<file path="src/rtl/sc_uart_pkg.sv">
package sc_uart_pkg;
  localparam int DATA_BITS  = 8;
  localparam int FRAME_BITS = DATA_BITS + 3;
  localparam int RX_BITS    = DATA_BITS + 2;

  typedef enum logic [1:0] {
    RX_IDLE  = 2'd0,
    RX_START = 2'd1,
    RX_SHIFT = 2'd2
  } rx_state_t;
endpackage

</file>
<file path="src/rtl/sc_uart_tx.sv">
module sc_uart_tx
  import sc_uart_pkg::*;
#(
  parameter int DIV_W = 16
) (
  input  logic             clk,
  input  logic             rst,
  input  logic [DIV_W-1:0] baud_div,
  input  logic             wr,
  input  logic [7:0]       data,
  output logic             tx_bit,
  output logic             busy,
  output logic             done
);
  localparam int IDX_W = $clog2(FRAME_BITS + 1);

  logic [FRAME_BITS-1:0] shreg;
  logic [IDX_W-1:0]      bit_idx;
  logic [DIV_W-1:0]      cnt;

  always_ff @(posedge clk) begin
    if (rst) begin
      shreg   <= '1;
      bit_idx <= '0;
      cnt     <= '0;
      busy    <= 1'b0;
      done    <= 1'b0;
      tx_bit  <= 1'b1;
    end else begin
      done <= 1'b0;
      if (!busy) begin
        if (wr) begin
          shreg   <= {1'b1, ^data, data, 1'b0};
          busy    <= 1'b1;
          cnt     <= '0;
          bit_idx <= '0;
          tx_bit  <= 1'b0;
        end
      end else if (cnt == baud_div - 1'b1) begin
        cnt     <= '0;
        bit_idx <= bit_idx + 1'b1;
        shreg   <= {1'b1, shreg[FRAME_BITS-1:1]};
        tx_bit  <= shreg[1];
        if (bit_idx == IDX_W'(FRAME_BITS - 1)) done <= 1'b1;
        if (bit_idx == IDX_W'(FRAME_BITS)) busy <= 1'b0;
      end else begin
        cnt <= cnt + 1'b1;
      end
    end
  end

  a_r1_start_low: assert property (@(posedge clk) disable iff (rst)
    $rose(busy) |-> !tx_bit);
  a_r2_done_pulse: assert property (@(posedge clk) disable iff (rst)
    done |=> !done);
  a_r2_done_in_busy: assert property (@(posedge clk) disable iff (rst)
    done |-> busy);
endmodule

</file>
<file path="src/rtl/sc_uart_rx.sv">
module sc_uart_rx
  import sc_uart_pkg::*;
#(
  parameter int DIV_W = 16
) (
  input  logic             clk,
  input  logic             rst,
  input  logic [DIV_W-1:0] baud_div,
  input  logic             line_s,
  input  logic             ignore,
  input  logic             err_en,
  input  logic             rd,
  output logic [7:0]       data,
  output logic             full,
  output logic             par_err,
  output logic             err_drive
);
  localparam int IDX_W = $clog2(RX_BITS + 1);

  rx_state_t            state;
  logic [DIV_W-1:0]     cnt;
  logic [DIV_W-1:0]     hold_cnt;
  logic                 hold_done;
  logic [IDX_W-1:0]     idx;
  logic [DATA_BITS:0]   sh;
  logic                 perr;

  assign perr = ^sh;

  always_ff @(posedge clk) begin
    if (rst) begin
      state     <= RX_IDLE;
      cnt       <= '0;
      hold_cnt  <= '0;
      hold_done <= 1'b0;
      idx       <= '0;
      sh        <= '0;
      data      <= '0;
      full      <= 1'b0;
      par_err   <= 1'b0;
      err_drive <= 1'b0;
    end else begin
      if (rd) begin
        full    <= 1'b0;
        par_err <= 1'b0;
      end
      if (err_drive) begin
        if (!hold_done) hold_cnt <= hold_cnt + 1'b1;
        if (hold_cnt == baud_div - 1'b1) hold_done <= 1'b1;
        if (hold_done && (rd || !par_err)) err_drive <= 1'b0;
      end
      if (ignore) begin
        state <= RX_IDLE;
      end else begin
        unique case (state)
          RX_IDLE: if (!line_s && !err_drive) begin
            state <= RX_START;
            cnt   <= '0;
          end
          RX_START: if (cnt == (baud_div >> 1)) begin
            cnt   <= '0;
            idx   <= '0;
            state <= line_s ? RX_IDLE : RX_SHIFT;
          end else begin
            cnt <= cnt + 1'b1;
          end
          RX_SHIFT: if (cnt == baud_div - 1'b1) begin
            cnt <= '0;
            if (idx == IDX_W'(RX_BITS - 1)) begin
              data    <= sh[DATA_BITS-1:0];
              full    <= 1'b1;
              par_err <= perr;
              if (perr && err_en) begin
                err_drive <= 1'b1;
                hold_cnt  <= '0;
                hold_done <= 1'b0;
              end
              state <= RX_IDLE;
            end else begin
              sh  <= {line_s, sh[DATA_BITS:1]};
              idx <= idx + 1'b1;
            end
          end else begin
            cnt <= cnt + 1'b1;
          end
          default: state <= RX_IDLE;
        endcase
      end
    end
  end

  a_r5_drive_cause: assert property (@(posedge clk) disable iff (rst)
    $rose(err_drive) |-> (par_err && err_en));
  a_r5_hold_min: assert property (@(posedge clk) disable iff (rst)
    (err_drive && !hold_done) |=> err_drive);
  a_r7_read_release: assert property (@(posedge clk) disable iff (rst)
    (err_drive && hold_done && rd) |=> !err_drive);
endmodule

</file>
<file path="src/rtl/sc_uart.sv">
module sc_uart
  import sc_uart_pkg::*;
#(
  parameter int DIV_W = 16
) (
  input  logic             clk,
  input  logic             rst,
  input  logic [DIV_W-1:0] baud_div,
  input  logic             err_sig_en,
  input  logic             tx_wr,
  input  logic [7:0]       tx_data,
  input  logic             rx_rd,
  input  logic             line_in,
  output logic             line_drive_low,
  output logic             tx_busy,
  output logic             tx_done,
  output logic [7:0]       rx_data,
  output logic             rx_full,
  output logic             rx_par_err
);
  logic [1:0] sync_q;
  logic       tx_bit;
  logic       err_drive;

  always_ff @(posedge clk) begin
    if (rst) sync_q <= 2'b11;
    else     sync_q <= {sync_q[0], line_in};
  end

  sc_uart_tx #(.DIV_W(DIV_W)) u_tx (
    .clk(clk), .rst(rst), .baud_div(baud_div), .wr(tx_wr), .data(tx_data),
    .tx_bit(tx_bit), .busy(tx_busy), .done(tx_done)
  );

  sc_uart_rx #(.DIV_W(DIV_W)) u_rx (
    .clk(clk), .rst(rst), .baud_div(baud_div), .line_s(sync_q[1]),
    .ignore(tx_busy), .err_en(err_sig_en), .rd(rx_rd),
    .data(rx_data), .full(rx_full), .par_err(rx_par_err), .err_drive(err_drive)
  );

  // open drain: the released level is the AND of tx data and no error
  assign line_drive_low = !(tx_bit && !err_drive);

  a_r9_no_echo: assert property (@(posedge clk) disable iff (rst)
    (tx_busy && $past(tx_busy)) |-> !$rose(rx_full));
  a_r6_quiet_disabled: assert property (@(posedge clk) disable iff (rst)
    (!err_sig_en && !tx_busy && !$past(err_sig_en) && !$past(line_drive_low))
      |-> !line_drive_low);
endmodule

</file>
<file path="config.mk">
export PLATFORM = sky130hd
export DESIGN_NAME = sc_uart
export DESIGN_NICKNAME = d
export VERILOG_FILES = /design/src/rtl/sc_uart_pkg.sv /design/src/rtl/sc_uart_tx.sv /design/src/rtl/sc_uart_rx.sv /design/src/rtl/sc_uart.sv
export SDC_FILE = /design/constraint.sdc
export NUM_CORES = 1
export LEC_CHECK = 0
export ABC_AREA = 0
export BUFFER_PORTS_ARGS = -buffer_cell sky130_fd_sc_hd__buf_2
export CORE_MARGIN = 5
export CORE_UTILIZATION = 50
export CTS_CLUSTER_SIZE = 30
export DETAILED_ROUTE_END_ITERATION = 12
export PLACE_DENSITY = 0.68
export SLEW_MARGIN = 20
export SYNTH_ARGS = -nofsm -noshare
export SYNTH_HDL_FRONTEND = slang
export SYNTH_SLANG_ARGS = --single-unit
</file>
<file path="constraint.sdc">
create_clock -name clk -period 5.6 [get_ports clk]
set_input_delay 0.28 -clock clk [delete_from_list [all_inputs] [get_ports clk]]
set_output_delay 0.28 -clock clk [all_outputs]
set_load 0.01 [all_outputs]
</file>
=== Yosys cells after proc, flatten, opt, wreduce, memory -nomap -nowiden ===
Cells that the tools add are included.

* Add/subtract/negate cells: 6
* Equality and inequality tests: 15
* Muxes and demuxes: 62
* Bitwise gates (word level): 3
* Reduce and logical (&&, ||, !) cells: 23

{| class="wikitable"
|+ Operators by type and width
! cell !! count
|-
| 2-to-1 mux 16 bit || 13
|-
| adder 16 x 1 -> 16 bit (second input constant) || 3
|-
| equality test 16 bit || 3
|-
| case mux 16 bit (3 select lines) || 1
|-
| 2-to-1 mux 11 bit || 3
|-
| 2-to-1 mux 1 bit || 32
|-
| 2-to-1 mux 4 bit || 6
|-
| equality test 16 x 15 -> 1 bit || 1
|-
| subtractor 16 x 1 -> 16 bit (second input constant) || 1
|-
| equality test 4 bit (second input constant) || 3
|-
| AND reduction 4 bit || 3
|-
| 2-to-1 mux 2 bit || 5
|-
| parity 9 bit || 1
|-
| adder 4 x 1 -> 4 bit (second input constant) || 2
|-
| inequality test 2 x 1 -> 1 bit (second input constant) || 4
|-
| case mux 4 bit (2 select lines) || 1
|-
| parity 8 bit || 1
|-
| case mux 2 bit (3 select lines) || 1
|-
| AND reduction 5 bit || 1
|-
| logical AND 1 bit || 4
|-
| zero test 1 bit || 4
|-
| inequality test 2 bit (second input constant) || 2
|-
| nonzero test 2 bit || 2
|-
| NOT 1 bit || 3
|-
| 9 further kinds || 9
|}

* Bits in registers: 95
* Input bits: 30
* Output and inout bits: 13
* Word-level logic and storage cells: 126

=== Depth between registers and ports, before layout ===
* Depth in word-level cells: 10
* Depth in mapped cells: 15
* Mapped depth without buffers: 10

=== Cells and area by module ===
Synthesis repeated with hierarchy kept, for this count alone.

* Cells, all modules: 754
* Area, all modules: 6,377.4 µm²

{| class="wikitable"
|+ Modules (own cells, without submodules)
! module !! times used !! cells an instance !! area each (µm²)
|-
| sc_uart_rx || 1 || 469 || 3,958.8
|-
| sc_uart_tx || 1 || 280 || 2,359.8
|-
| sc_uart || 1 || 5 || 58.8
|}

=== Worst setup path before layout ===
Ideal clock, no wire load.

* Kind: input-to-reg
* Start: input baud_div[0]
* End: register u_tx.bit_idx[0]
* Setup time: 0.117 ns
* Data arrival time: 3.186 ns
* Data required time: 5.483 ns
* Setup slack: 2.297 ns
* Cell stages on the path: 12
* Cells stage by stage: buf_6 > inv_1 > ha_1 > or4b_1 > nor4b_2 > xnor2_1 > xnor2_1 > nor4_1 > a31o_1 > buf_2 > nor2_1 > a22o_1

* Longest elaborated chain between the ends: 4

{| class="wikitable"
|+ Ends and longest elaborated chain
! what !! RTL line !! RTL
|-
| start: declaration || sc_uart.sv:8 || <nowiki>input logic [DIV_W-1:0] baud_div,</nowiki>
|-
| subtractor 16 x 1 -> 16 bit || sc_uart_tx.sv:39 || <nowiki>end else if (cnt == baud_div - 1'b1) begin</nowiki>
|-
| equality test 16 bit || sc_uart_tx.sv:39 ||
|-
| inequality test 2 bit (no source line) || - ||
|-
| AND reduction 2 bit (no source line) || - ||
|-
| end signal: assignment || sc_uart_tx.sv:41 || <nowiki>bit_idx <= bit_idx + 1'b1;</nowiki>
|-
| end: declaration || sc_uart_tx.sv:18 || <nowiki>logic [IDX_W-1:0] bit_idx;</nowiki>
|}

No other way between the ends.
A chain may end at the register's enable or synchronous reset.

=== Final worst setup path ===
* Start: input baud_div[0]
* End: register u_tx.shreg[9]

* Longest elaborated chain between the ends: 4

{| class="wikitable"
|+ Ends and longest elaborated chain
! what !! RTL line !! RTL
|-
| subtractor 16 x 1 -> 16 bit || sc_uart_tx.sv:39 ||
|-
| equality test 16 bit || sc_uart_tx.sv:39 ||
|-
| inequality test 2 bit (no source line) || - ||
|-
| AND reduction 2 bit (no source line) || - ||
|-
| end signal: assignment || sc_uart_tx.sv:33 || <nowiki>shreg <= {1'b1, ^data, data, 1'b0};</nowiki>
|-
| end signal: assignment || sc_uart_tx.sv:42 || <nowiki>shreg <= {1'b1, shreg[FRAME_BITS-1:1]};</nowiki>
|-
| end: declaration || sc_uart_tx.sv:17 || <nowiki>logic [FRAME_BITS-1:0] shreg;</nowiki>
|}

No other way between the ends.

==> metrics.log <==
INFO  metric outcome = complete, no violations
INFO  metric grt_overflow = 0
INFO  metric rsz0062_at_grt = false
INFO  metric count_of_flip_flops_with_a_built_in_enable_after_synthesis = 0
INFO  metric most_common_cell_in_the_netlist = dfxtp_1
INFO  metric grt_first_pass_wirelength = 24,510 um
INFO  metric synth_seq_cells = 93
INFO  metric post_dr_vias_cell = 5.951
INFO  metric die-area = 14,480 um^2
INFO  metric layout-area-overhead-vs-synth = 7.403%
INFO  metric route.vias.total = 5,088
INFO  metric timing.critical_path.from_type = input pin
INFO  metric ys_top_cells_by_count = dfxtp_1 (93), nor2_1 (63), xnor2_1 (61)
INFO  metric yosys_most_used_dff = dfxtp_1
INFO  metric static-leakage-power = 2.526 nW
INFO  metric rows = 40
INFO  metric worst_hold_path.num_cells = 2
INFO  metric numClockSinks = 93
INFO  metric cp.required = 5880 ps
INFO  metric post_route_cells_drive_above_1_share = 0.1356
INFO  metric synth_cell_type_count = 68
INFO  metric timing.final.crit_share = 0.6301
INFO  metric design.portCount = 43
INFO  metric drt_iter0_markers = 351
INFO  metric finClkSkew = 8.299 ps
INFO  metric detail_placement_hpwl = 11,130 um
INFO  metric htree_levels = 3
INFO  metric maxCapViolCount = 0
INFO  metric worst_setup_path_end_kind = flop
INFO  metric async_flop_share = 0
INFO  metric period_needed = 3529 ps
INFO  metric report.final.hold_viol_count = 0
INFO  metric clock.fmax = 0.2834 GHz
INFO  metric die_h = 120.3 um
INFO  metric final.setup.worst_slack = 2071 ps
INFO  metric detail_route.wl_per_cell = 17.41 um
INFO  metric syn_area_per_cell = 8.717 um^2
INFO  metric first_global_vias = 4,838
INFO  metric placedInstanceArea = 6254 um^2
INFO  metric place_worst_setup_slack = 1688 ps
INFO  metric synth_seq_area_share = 0.3060
INFO  metric cts_buffers = 9
INFO  metric final_antenna_net_count = 0
INFO  metric setup_violations = 0
INFO  metric reg2reg_depth = 9
INFO  metric tritoncts_clock_tree = done
INFO  metric synth_largest_area_cell = dfxtp_1
INFO  metric ys_top_cells_by_area = dfxtp_1 (31%), xnor2_1 (8.8%), xor2_1 (6.6%)
INFO  metric normalized_max_slew_margin = 0.2992
INFO  metric cts_repair_resize_count = 0
INFO  metric detail_route.wirelength = 14,890 um
INFO  metric net_count_of_the_finished_layout = 745
INFO  metric worstPathArrival = 3810 ps
INFO  metric number_of_antenna_violations_at_the_first_check_in_global_routing = 0
INFO  metric stdcell_area = 6535 um^2
INFO  metric globalRouteTotalUtil = 0.2092
INFO  metric syn-cell-area = 6085 um^2
INFO  metric ctsLongestPathBuffers = 2
INFO  metric grt_start_max_net_pins = 58
INFO  metric endpoint_of_the_worst_hold_timing_path = sync_q[0]
INFO  metric timing.final.max_slew_violations = 0
INFO  metric drc = 0
INFO  metric setup_fix_bufs_post_cts = 0
INFO  metric synth_fp_nets = 740
INFO  metric ctsHoldBuffers = 0
INFO  metric power_density = 216.9 nW/um^2
INFO  metric antenna-diode-count = 0
INFO  metric worst-r2r-setup-slack = 2270 ps
INFO  metric die_width = 120.3 um
INFO  metric reg2reg_to = u_rx.hold_cnt[11]
INFO  metric initial_core_util = 0.5087
INFO  metric place_congestion = 0.9067
INFO  metric drtPass1Iterations = 5
INFO  metric timing_worst_setup_path_type = in2reg
INFO  metric min_path_type = in2reg
INFO  metric synth_top_area_share = 0.3060
INFO  metric setup_tns = 0 ps
INFO  metric cp_max_fo = 20
INFO  metric timing_worst_slew_pin_value = 1051 ps
INFO  metric port_buffers = 42
INFO  metric max-vdd-ir-drop = 0.0001890 V
INFO  metric reg2reg_launch_point = u_rx.cnt[3]
INFO  metric worst_setup_hold_path_clk_slew = 70 ps
INFO  metric worst_skew_pair.late_latency = 350 ps
INFO  metric synthesis.instances = 698
INFO  metric synth.yosys.warnings = 0
INFO  metric finish.utilization = 0.5463
INFO  metric placeableCoreArea = 11,960 um^2
INFO  metric clock-root-buffer = clkbuf_16
INFO  metric hold_path_startpoint = line_in
==> power by group <==
group          switching [mW]  internal, mW
Combinational          0.0931        0.0603
Sequential            0.00498         0.669
Clock                   0.283         0.307
Total                   0.381          1.04
==> worst max-delay path, cell delays in order <==
cell	delay [ps]
buf_2	140
inv_1	60
ha_1	190
or4b_1	550
nor4b_2	510
xnor2_1	270
xnor2_1	180
nor4_1	300
buf_4	200
a31o_1	570
buf_4	340
nor3_1	60
a31oi_1	150
==> through the flow <==
step	total power, mW	hold WS, ps	cells
6_report	1.417	107.7	855
5_1_grt	1.470	115.4	855
4_1_cts	1.433	96.55	855
2_1_floorplan	0.8035	383.8	698
3_3_place_gp	0.8376	392.6	839
3_5_place_dp	0.8414	393.3	839
==> cells by family after synthesis <==
| kind of cell | synth area share |
|---|---|
| XOR/XNOR | 0.1902 |
| flip-flops | 0.3060 |
| adder cells (fa/ha/maj) | 0.02468 |
| buffers and inverters | 0.05922 |
| AO/OA/AOI/OAI | 0.1265 |
| multiplexers | 0.05120 |
| AND/OR/NAND/NOR | 0.2422 |
==> layer usage <==
metal	GRT usage	wire length (um)	up-vias	part of all wire
li1	-	-	2498	-
met1	0.2702	6809	2433	0.46
met2	0.3481	7000	131	0.47
met3	0.02666	627	26	0.042
met4	0.09773	447	0	0.030
met5	0	0	-	0
==> registers in the layout (all words and copies together) (netlist names) <==
| signal | count |
|---|---|
| sync_q | 2 |
| u_rx.cnt | 16 |
| u_rx.data | 8 |
| u_rx.err_drive | 1 |
| u_rx.full | 1 |
| u_rx.hold_cnt | 16 |
| u_rx.hold_done | 1 |
| u_rx.idx | 4 |
| u_rx.par_err | 1 |
| u_rx.sh | 9 |
| u_rx.state | 2 |
| u_tx.bit_idx | 4 |
| u_tx.busy | 1 |
| u_tx.cnt | 16 |
| u_tx.done | 1 |
| u_tx.shreg | 9 |
| u_tx.tx_bit | 1 |
==> cell usage in the layout (no fill, tap or decap), drive strengths merged, types with 8 or more instances in the layout <==
cell / n
o21ai: 13
a21oi: 11
ha: 12
nand2: 38
nor2: 63
o2111ai: 20
xnor3: 8
buf: 49
nand3: 38
clkbuf: 9
nand4: 13
inv: 25
xnor2: 62
xor2: 46
mux2i: 30
nor2b: 9
nor3: 35
a31oi: 10
and3: 24
dfxtp: 93
o211ai: 12
==> worst max-delay path by stage <==
| stage | depth (start not counted) | endpoint | from | slack [ps] |
|---|---|---|---|---|
| final | 13 | u_tx.shreg[9] | baud_div[0] | 2070 |
| after CTS | 13 | u_tx.shreg[9] | baud_div[0] | 2070 |
| after global placement | 13 | u_tx.shreg[9] | baud_div[0] | 1780 |
| after global routing | 13 | u_tx.shreg[9] | baud_div[0] | 1750 |
| after detailed placement | 13 | u_tx.shreg[9] | baud_div[0] | 1690 |
| after floorplan | 12 | u_tx.bit_idx[0] | baud_div[0] | 2300 |
==> final cells by class <==
cell class	instances	area, um^2
Fill cell	1112	5426
Multi-Input combinational cell	528	3862
Sequential cell	93	1862
Timing Repair Buffer	49	262.8
Clock buffer	9	225.2
Tap cell	147	183.9
Inverter	22	82.58
Clock inverter	7	56.30
Power figures use the tool's default switching activity.
